File: config.mk
export PLATFORM = sky130hd
export DESIGN_NAME = pmp_lvl_perm
export DESIGN_NICKNAME = d
export VERILOG_FILES = /design/src/rtl/pmp_lvl_pkg.sv /design/src/rtl/pmp_lvl_perm.sv
export SDC_FILE = /design/constraint.sdc
export NUM_CORES = 1
export LEC_CHECK = 0
export BUFFER_PORTS_ARGS = -buffer_cell sky130_fd_sc_hd__buf_2
export CAP_MARGIN = 40
export CORE_AREA = 4 4 41 43
export DETAILED_ROUTE_END_ITERATION = 7
export DIE_AREA = 0 0 45 47
export PLACE_DENSITY_LB_ADDON = 0.3
export SETUP_SLACK_MARGIN = 0.15
export SYNTH_ARGS = -nofsm -noshare
export SYNTH_HDL_FRONTEND = slang
export SYNTH_SLANG_ARGS = --single-unit
export TNS_END_PERCENT = 1
File: constraint.sdc
create_clock -name vclk -period 1.19
set_input_delay 0.119 -clock vclk [all_inputs]
set_output_delay 0.119 -clock vclk [all_outputs]
set_load 0.1 [all_outputs]
File: src/rtl/pmp_lvl_pkg.sv
package pmp_lvl_pkg;

  typedef enum logic [1:0] {
    MM_OFF   = 2'd0,
    MM_TOR   = 2'd1,
    MM_NA4   = 2'd2,
    MM_NAPOT = 2'd3
  } match_mode_e;

  typedef enum logic [1:0] {
    ACC_READ  = 2'd0,
    ACC_WRITE = 2'd1,
    ACC_EXEC  = 2'd2,
    ACC_RSVD  = 2'd3
  } acc_kind_e;

  localparam int PERM_R = 0;
  localparam int PERM_W = 1;
  localparam int PERM_X = 2;
  localparam int CFG_W  = 7;

  typedef struct packed {
    logic [1:0]  plk;
    logic [1:0]  mode;
    logic [2:0]  perm;
  } entry_cfg_t;

endpackage

File: src/rtl/pmp_lvl_perm.sv
module pmp_lvl_perm (
  input  logic [1:0] level_i,
  input  logic       hit_i,
  input  logic [1:0] plk_i,
  input  logic [2:0] perm_i,
  input  logic       priv_m_i,
  input  logic       mxr_i,
  input  logic       mprv_i,
  input  logic [1:0] mpp_i,
  input  logic [1:0] kind_i,
  input  logic       closed_i,
  output logic       allow_o
);
  import pmp_lvl_pkg::*;

  logic [2:0] m_perm;
  logic [2:0] su_perm;
  logic [2:0] eff;
  logic       mxr_grant;

  always_comb begin
    if (!hit_i) begin
      su_perm = 3'b000;
      if (closed_i)          m_perm = 3'b000;
      else if (level_i < 2)  m_perm = 3'b111;
      else                   m_perm = 3'b011;
    end else if (level_i == 2'd0) begin
      su_perm = perm_i;
      m_perm  = plk_i[1] ? perm_i : 3'b111;
    end else begin
      unique case (plk_i)
        2'd0:    begin m_perm = 3'b011; su_perm = perm_i; end
        2'd1:    begin m_perm = 3'b000; su_perm = perm_i; end
        default: begin m_perm = perm_i; su_perm = 3'b000; end
      endcase
    end
  end

  assign mxr_grant = hit_i && priv_m_i && mxr_i && mprv_i && (mpp_i != 2'd3)
                     && su_perm[PERM_X];

  always_comb begin
    eff = priv_m_i ? m_perm : su_perm;
    if (mxr_grant) eff[PERM_R] = 1'b1;
  end

  always_comb begin
    unique case (kind_i)
      ACC_READ:  allow_o = eff[PERM_R];
      ACC_WRITE: allow_o = eff[PERM_W];
      ACC_EXEC:  allow_o = eff[PERM_X];
      default:   allow_o = 1'b0;
    endcase
  end

endmodule

; ---- Yosys cells after proc, flatten, opt, wreduce, memory -nomap -nowiden
; Cells that the tools add are included.
[word_totals]
latch_bits = 0
wordCells = 26
memories = 0
output_inout_bits = 1
inputBits = 16
regBits = 0
mem_bits_rw = 0
rom_bits = 0
[classes]
reduce_logical = 9
magnitude_cmp = 1
n_div = 0
n_bitwise = 0
shift = 0
n_mux = 12
eq_ne = 4
addsub = 0
multipliers = 0
[op_table]
columns = op, count
row1 = two-way mux 3 bit, 9
row2 = zero test 2 bit, 3
row3 = case mux 3 bit (2 select lines), 1
row4 = logical AND 1 bit, 5
row5 = "== test 2 x 1 -> 1 bit, second input constant", 2
row6 = case mux 1 bit (3 select lines), 1
row7 = "== test 2 bit, second input constant", 1
row8 = "< comparator 2 bit, second input constant", 1
row9 = "inequality test 2 bit, second input constant", 1
row10 = OR reduction 2 bit, 1
row11 = two-way mux 1 bit, 1

; ---- Longest topological paths before layout
; Gate-level depths: netlist of run 1.
[depth]
depth_word = 8
depth_mapped = 5
ltp_nobuf = 4

; ---- Worst setup path before layout of run 1
; OpenSTA, ideal clock, no wires.
[synth_timing]
path_type = in2out
startpoint = input port level_i[1]
endpoint = output port allow_o
required_time_ps = 1071
cell_stages = 4
setup_slack_ps = -1075
t_arrival_ps = 2146
n_path_buf = 0
path_cell_list = or2_4 -> a31oi_1 -> a22oi_1 -> o2111ai_1
[synth_between]
elab_chain_len = 6
word_cells_on_any_way = 12
cone_classes = order compare: 1 / mux: 9 / reduce/logical: 2
[synth_rtl]
columns = element, line
row1 = start: declaration, pmp_lvl_perm.sv:2  ; input logic [1:0] level_i,
row2 = < comparator 2 bit or zero test 2 bit (tied branches), "pmp_lvl_perm.sv:25, pmp_lvl_perm.sv:27"
row3 = "two-way mux 3 bit, on equally long branches", "pmp_lvl_perm.sv:25, pmp_lvl_perm.sv:27"
row4 = "two-way mux 3 bit, on equally long branches", "pmp_lvl_perm.sv:24, pmp_lvl_perm.sv:22"
row5 = "two-way mux 3 bit, or another cell as far along", pmp_lvl_perm.sv:22  ; if (!hit_i) begin
row6 = two-way mux 3 bit or two-way mux 1 bit (tied branches), "pmp_lvl_perm.sv:43, pmp_lvl_perm.sv:44"
row7 = case mux 1 bit (3 select lines) (*), pmp_lvl_perm.sv:48  ; unique case (kind_i)
row8 = end: declaration, pmp_lvl_perm.sv:12  ; output logic allow_o
; Mark *: on every way between the ends. The rest lies on a longest branch, timed or not.

; ---- Worst setup path after layout of run 1
; Same ends and word-level chain as after synthesis.

==> results of run 1 <==
[worst max path at each step]
stage	from	endpoint	slack (ps)	cells past startpoint
after detailed placement	level_i[1]	allow_o	-200	6
after global routing	level_i[1]	allow_o	-190	6
final	level_i[1]	allow_o	-140	6
after global placement	level_i[1]	allow_o	-200	6
after floorplan	level_i[1]	allow_o	-170	4
after CTS	level_i[1]	allow_o	-160	6
[worst min-delay path, stage by stage]
cell                        delay (ps)
sky130_fd_sc_hd__buf_2             170
sky130_fd_sc_hd__o2111ai_4         130
sky130_fd_sc_hd__buf_12            180
[metrics by stage]
stage | power [W] | hold slack, ps
4_1_cts | 0.000147 | 716
2_1_floorplan | 0.0000777 | 605
6_report | 0.000151 | 721
5_1_grt | 0.000162 | 740
3_3_place_gp | 0.000146 | 714
3_5_place_dp | 0.000145 | 713
[power by group]
part / switching (W) / internal (W)
sequential: 0 / 0
clock: 0 / 0
combinational: 0.0000775 / 0.0000736
[cells by family (layout without fill, tap and decap cells)]
kind of cell | after synthesis | in the layout | synth area share, %
and+or+nand+nor | 9 | 9 | 30.3
AOI/OAI and AO/OA | 13 | 13 | 59.4
xor gates and xnor gates | 1 | 1 | 4.52
buffers and inverters | 2 | 22 | 5.81
[cell type report]
type | count | area, um2
Fill cell | 157 | 920
Inverter | 1 | 3.75
Multi-Input combinational cell | 23 | 216
Tap cell | 15 | 18.8
Timing Repair Buffer | 21 | 143
[per-layer routing]
| layer | routed length, um | share of wire [%] | up-vias |
|---|---|---|---|
| met5 | 0 | 0 | - |
| met4 | 0 | 0 | 0 |
| met3 | 79 | 12 | 0 |
| met2 | 260 | 38 | 16 |
| met1 | 343 | 50 | 114 |
| li1 | - | - | 142 |
[timing repair]
action,CTS,global route
hold buffers,0,0
endpoints found under the setup margin,1,1
resized for setup,2,4
pin swaps,1,0
==> impl_results.md, run 1 <==
- Outcome: finished with violations
- Violations in the final reports: setup timing
- Sequential-to-total area share from yosys stat: 0%
- I/O pin cnt: 17
- Type of origin of the critical path: input port
- Yosys top cell area share: 14.2%
- Average routed wire per standard cell: 11.4 um
- Post-Synthesis Cell Area: 194 um2
- Peak Freq: 753 MHz
- WS Path Type: input port to output pin
- Chain of cells forming the critical path: buf_6, or2_4, a2111oi_4, o21bai_2, o2111ai_4, buf_12
- Gr ovfl total: 0
- P&R area growth vs syn: 96.8%
- Met1 track demand over resource in global routing: 10.6%
- Sum of negative setup slack: -138 ps
- Max-cap violations: 0
- Biggest area consumer among synthesized cells: sky130_fd_sc_hd__a2111oi_4
- Post-DP HPWL: 612 um
- Worst supply voltage drop on vdd: 0.181 mV
- Drt drc: 0
- Placed Instances: 60
- Critical path arrival: 1210 ps
- Syn. warnings: 0
- RD Place Congestion: 0.733
- Pwr dens: 396 nW/um2
- Effective utilization at floorplan: 14.9%
- Floorplan die height: 47 um
- Number of core rows: 13
- Final-report hold violation count: 0
- Reg area: 0 um2
- Final std cells w/o fill: 60
- Final instance area: 382 um2
- Final Util: 29.3%
- Total number of nets in the final design: 63
- GR met2 Demand/Resource: 9.60%
- Ant diodes: 0
- Cell area reported after detailed placement: 358 um2
- Number of stages on the worst hold path: 3
- Family with the most delay on the worst path: compound AO/OA/AOI/OAI gates
- CLK BUF: 0
- Type of element capturing the critical path: output pin
- Placeable core region: 1300 um2
- Via-to-Cell Ratio: 4.53
- Via count of the first global-routing pass: 255
- Final worst slack: -138 ps
- Buffers inserted by post-CTS timing repair: 0
- Final wirelength: 683 um
- Number of nets still failing antenna checks after routing: 0
- Most frequent cells after synthesis: sky130_fd_sc_hd__a211oi_1 (2), sky130_fd_sc_hd__nor2b_1 (2), sky130_fd_sc_hd__o21bai_1 (2)
- Startpoint of the tightest hold check path: kind_i[1]
- Combined global-route utilization of all metal layers: 6.61%
- Post-synthesis average cell area: 7.76 um2
- Layer with the highest usage: met1
- Final setup violating endpoints: 1
- Wire length of the first global-routing pass: 1080 um
- Die ar.: 2120 um2
- Total nets after synthesis: 41
- Post-Synthesis Cells: 25
- Sum of buffers and inverters on the critical path: 2
- Setup repair after global routing missed its margin: true
- Final worst path period share: 112%
- Commonest cells after routing, fill and taps aside: sky130_fd_sc_hd__buf_2 (14), sky130_fd_sc_hd__buf_4 (4), sky130_fd_sc_hd__buf_6 (2)
- Leakage Power: 0.159 nW
- CP Max Fanout: 4
- Hold EP: allow_o
- Most area-consuming cells after synthesis: sky130_fd_sc_hd__a2111oi_4 (14%), sky130_fd_sc_hd__a211oi_1 (7.7%), sky130_fd_sc_hd__o21bai_1 (7.7%)
- Critical-path top delay cell: sky130_fd_sc_hd__a2111oi_4
- Input/output buffers: 17
- DRT iter0 DRCs: 3
- Met3 track utilization from global routing: 1.15%
- Class of the tightest hold or removal check: input port to output pin
- Final sequential cell count: 0
- Pin count of the biggest net entering global routing: 8
- Die width: 45 um
- 1st-pass router iterations: 2
- Number of distinct library cell variants in the gate-level netlist after synthesis: 22
- Delay of the slowest cell on the worst path: 320 ps
- Share of final-layout standard cells stronger than drive strength 1: 64.4%
- Most common cell after layout, fill and taps aside: sky130_fd_sc_hd__buf_2
- Final critical-path required period: 1330 ps
- Required time reported for the critical path endpoint: 1070 ps
- Placement-stage worst setup slack: -203 ps
- Worst slew slack as a fraction of its limit: 78.6%
- Initial antenna violation count: 0
- Number of slew-limit violations in the final report: 0
- Slew @ Worst Pin: 316 ps
- Number of vias in the routed layout: 272
Note: power is estimated with default switching activity, not from simulation.
==> run 2: changes to the inputs <==
--- a/config.mk
+++ b/config.mk
@@ -5,6 +5,7 @@
 export SDC_FILE = /design/constraint.sdc
 export NUM_CORES = 1
 export LEC_CHECK = 0
+export ABC_AREA = 1
 export BUFFER_PORTS_ARGS = -buffer_cell sky130_fd_sc_hd__buf_2
 export CAP_MARGIN = 40
 export CORE_AREA = 4 4 41 43
==> impl_results.md, run 2 <==
- CLK BUF: 0 (unchanged)
- Final-report hold violation count: 0 (unchanged)
- Final setup violating endpoints: 0 (was 1)
- Final sequential cell count: 0 (unchanged)
- Number of nets still failing antenna checks after routing: 0 (unchanged)
- Final critical-path required period: 1110 ps (was 1330 ps)
- Most common cell after layout, fill and taps aside: sky130_fd_sc_hd__nand2_1 (was sky130_fd_sc_hd__buf_2)
- Floorplan die height: 47 um (unchanged)
- Most frequent cells after synthesis: sky130_fd_sc_hd__nand2_1 (18), sky130_fd_sc_hd__nand3_1 (9), sky130_fd_sc_hd__nor2_1 (9) (was sky130_fd_sc_hd__a211oi_1 (2), sky130_fd_sc_hd__nor2b_1 (2), sky130_fd_sc_hd__o21bai_1 (2))
- Required time reported for the critical path endpoint: 1070 ps (about the same)
- P&R area growth vs syn: 115% (was 96.8%)
- Most area-consuming cells after synthesis: sky130_fd_sc_hd__nand2_1 (35%), sky130_fd_sc_hd__nand3_1 (23%), sky130_fd_sc_hd__nor2_1 (17%) (was sky130_fd_sc_hd__a2111oi_4 (14%), sky130_fd_sc_hd__a211oi_1 (7.7%), sky130_fd_sc_hd__o21bai_1 (7.7%))
- Biggest area consumer among synthesized cells: sky130_fd_sc_hd__nand2_1 (was sky130_fd_sc_hd__a2111oi_4)
- Final worst slack: 80.6 ps (was -138 ps)
- I/O pin cnt: 17 (unchanged)
- Total nets after synthesis: 61 (was 41)
- DRT iter0 DRCs: 1 (was 3)
- Number of core rows: 13 (unchanged)
- Placeable core region: 1300 um2 (unchanged)
- RD Place Congestion: 0.765 (was 0.733)
- Leakage Power: 0.227 nW (was 0.159 nW)
- Number of distinct library cell variants in the gate-level netlist after synthesis: 7 (was 22)
- Buffers inserted by post-CTS timing repair: 0 (unchanged)
- Type of origin of the critical path: input port (unchanged)
- Class of the tightest hold or removal check: input port to output pin (unchanged)
- Pin count of the biggest net entering global routing: 6 (was 8)
- Peak Freq: 901 MHz (was 753 MHz)
- Post-DP HPWL: 547 um (was 612 um)
- Setup repair after global routing missed its margin: true (unchanged)
- Via count of the first global-routing pass: 303 (was 255)
- CP Max Fanout: 4 (unchanged)
- Reg area: 0 um2 (unchanged)
- Post-Synthesis Cells: 45 (was 25)
- Yosys top cell area share: 34.8% (was 14.2%)
- Outcome: finished clean (was finished with violations)
- Post-Synthesis Cell Area: 194 um2 (unchanged)
- Total number of nets in the final design: 82 (was 63)
- Slew @ Worst Pin: 190 ps (was 316 ps)
- Critical path arrival: 990 ps (was 1210 ps)
- Die ar.: 2120 um2 (unchanged)
- Syn. warnings: 0 (unchanged)
- Number of slew-limit violations in the final report: 0 (unchanged)
- Wire length of the first global-routing pass: 1160 um (was 1080 um)
- Combined global-route utilization of all metal layers: 6.77% (was 6.61%)
- Final instance area: 417 um2 (was 382 um2)
- WS Path Type: input port to output pin (unchanged)
- Sum of negative setup slack: 0 ps (was -138 ps)
- 1st-pass router iterations: 3 (was 2)
- Type of element capturing the critical path: output pin (unchanged)
- Final wirelength: 660 um (was 683 um)
- Effective utilization at floorplan: 14.9% (unchanged)
- Final std cells w/o fill: 79 (was 60)
- Die width: 45 um (unchanged)
- Worst supply voltage drop on vdd: 0.0981 mV (was 0.181 mV)
- Via-to-Cell Ratio: 3.99 (was 4.53)
- Placed Instances: 79 (was 60)
- Ant diodes: 0 (unchanged)
- Gr ovfl total: 0 (unchanged)
- Crit. Startpoint: level_i[1] (unchanged)
- Commonest cells after routing, fill and taps aside: sky130_fd_sc_hd__nand2_1 (12), sky130_fd_sc_hd__buf_2 (10), sky130_fd_sc_hd__nor2_1 (7) (was sky130_fd_sc_hd__buf_2 (14), sky130_fd_sc_hd__buf_4 (4), sky130_fd_sc_hd__buf_6 (2))
- Number of vias in the routed layout: 315 (was 272)
- Share of final-layout standard cells stronger than drive strength 1: 56.3% (was 64.4%)
- Drt drc: 0 (unchanged)
- Initial antenna violation count: 0 (unchanged)
- Sequential-to-total area share from yosys stat: 0% (unchanged)
- Max-cap violations: 0 (unchanged)
- Cell area reported after detailed placement: 335 um2 (was 358 um2)
- Startpoint of the tightest hold check path: kind_i[1] (unchanged)
- Pwr dens: 381 nW/um2 (was 396 nW/um2)
- Worst slew slack as a fraction of its limit: 87.3% (was 78.6%)
- Final worst path period share: 93.2% (was 112%)
- Cell with the most instances after synthesis: sky130_fd_sc_hd__nand2_1
- Placement-stage worst setup slack: 15.0 ps (was -203 ps)
- Input/output buffers: 17 (unchanged)
- Post-synthesis average cell area: 4.31 um2 (was 7.76 um2)
- Average routed wire per standard cell: 8.35 um (was 11.4 um)
[run 2: kinds of logic after synthesis]
group                  synth area share (%)
and+or+nand+nor                        78.1
AOI/OAI and AO/OA                      8.39
buffers and inverters                  13.5
[run 2: layout make-up]
type	instances	area (um2)
fill	162	885
multi-input combinational	38	223
timing repair buffer	19	149
inverter	7	26.3
tap	15	18.8
[run 2: what timing repair did]
item / 4_1_cts / 5_1_grt
pin swaps: 14 / 9
endpoints found under the setup margin: 1 / 1
gates resized for setup: 17 / 6
gates cloned: 0 / 0
hold buffers: 0 / 0
[run 2: per-stage QoR]
stage	util (%)	power (W)	hold WS (ps)
finish	32.0	0.000159	659
CTS	30.3	0.000154	664
global placement	25.8	0.000132	678
floorplan	-	0.0000700	534
detailed placement	25.8	0.000132	682
global route	32.0	0.000172	697
[run 2: worst paths after layout]
check	endpoint	slack, ps	cells after the start
worst max-delay path	allow_o	80	9
worst min-delay path	allow_o	660	5
[run 2: per-layer routing]
layer	track usage [%]	vias to the layer above	part of all wire (%)
met5	0	-	0
met4	0	0	0
met3	1.92	0	8.9
met2	12.7	10	49
met1	8.09	128	42
li1	-	177	-
[run 2: worst max-delay path, stage by stage]
cell                      delay, ps
sky130_fd_sc_hd__buf_6          100
sky130_fd_sc_hd__o21ai_4        200
sky130_fd_sc_hd__nand3_1        100
sky130_fd_sc_hd__nand2_1         60
sky130_fd_sc_hd__nand2_1         60
sky130_fd_sc_hd__nand3_2         70
sky130_fd_sc_hd__nand2_2         60
sky130_fd_sc_hd__nand2_4         60
sky130_fd_sc_hd__buf_12         160
[run 2: power breakdown]
part | leakage, nW | internal [W] | switching (W)
sequential | 0 | 0 | 0
combinational | 0.227 | 0.0000727 | 0.0000859
clock | 0 | 0 | 0
total | 0.227 | 0.0000727 | 0.0000859
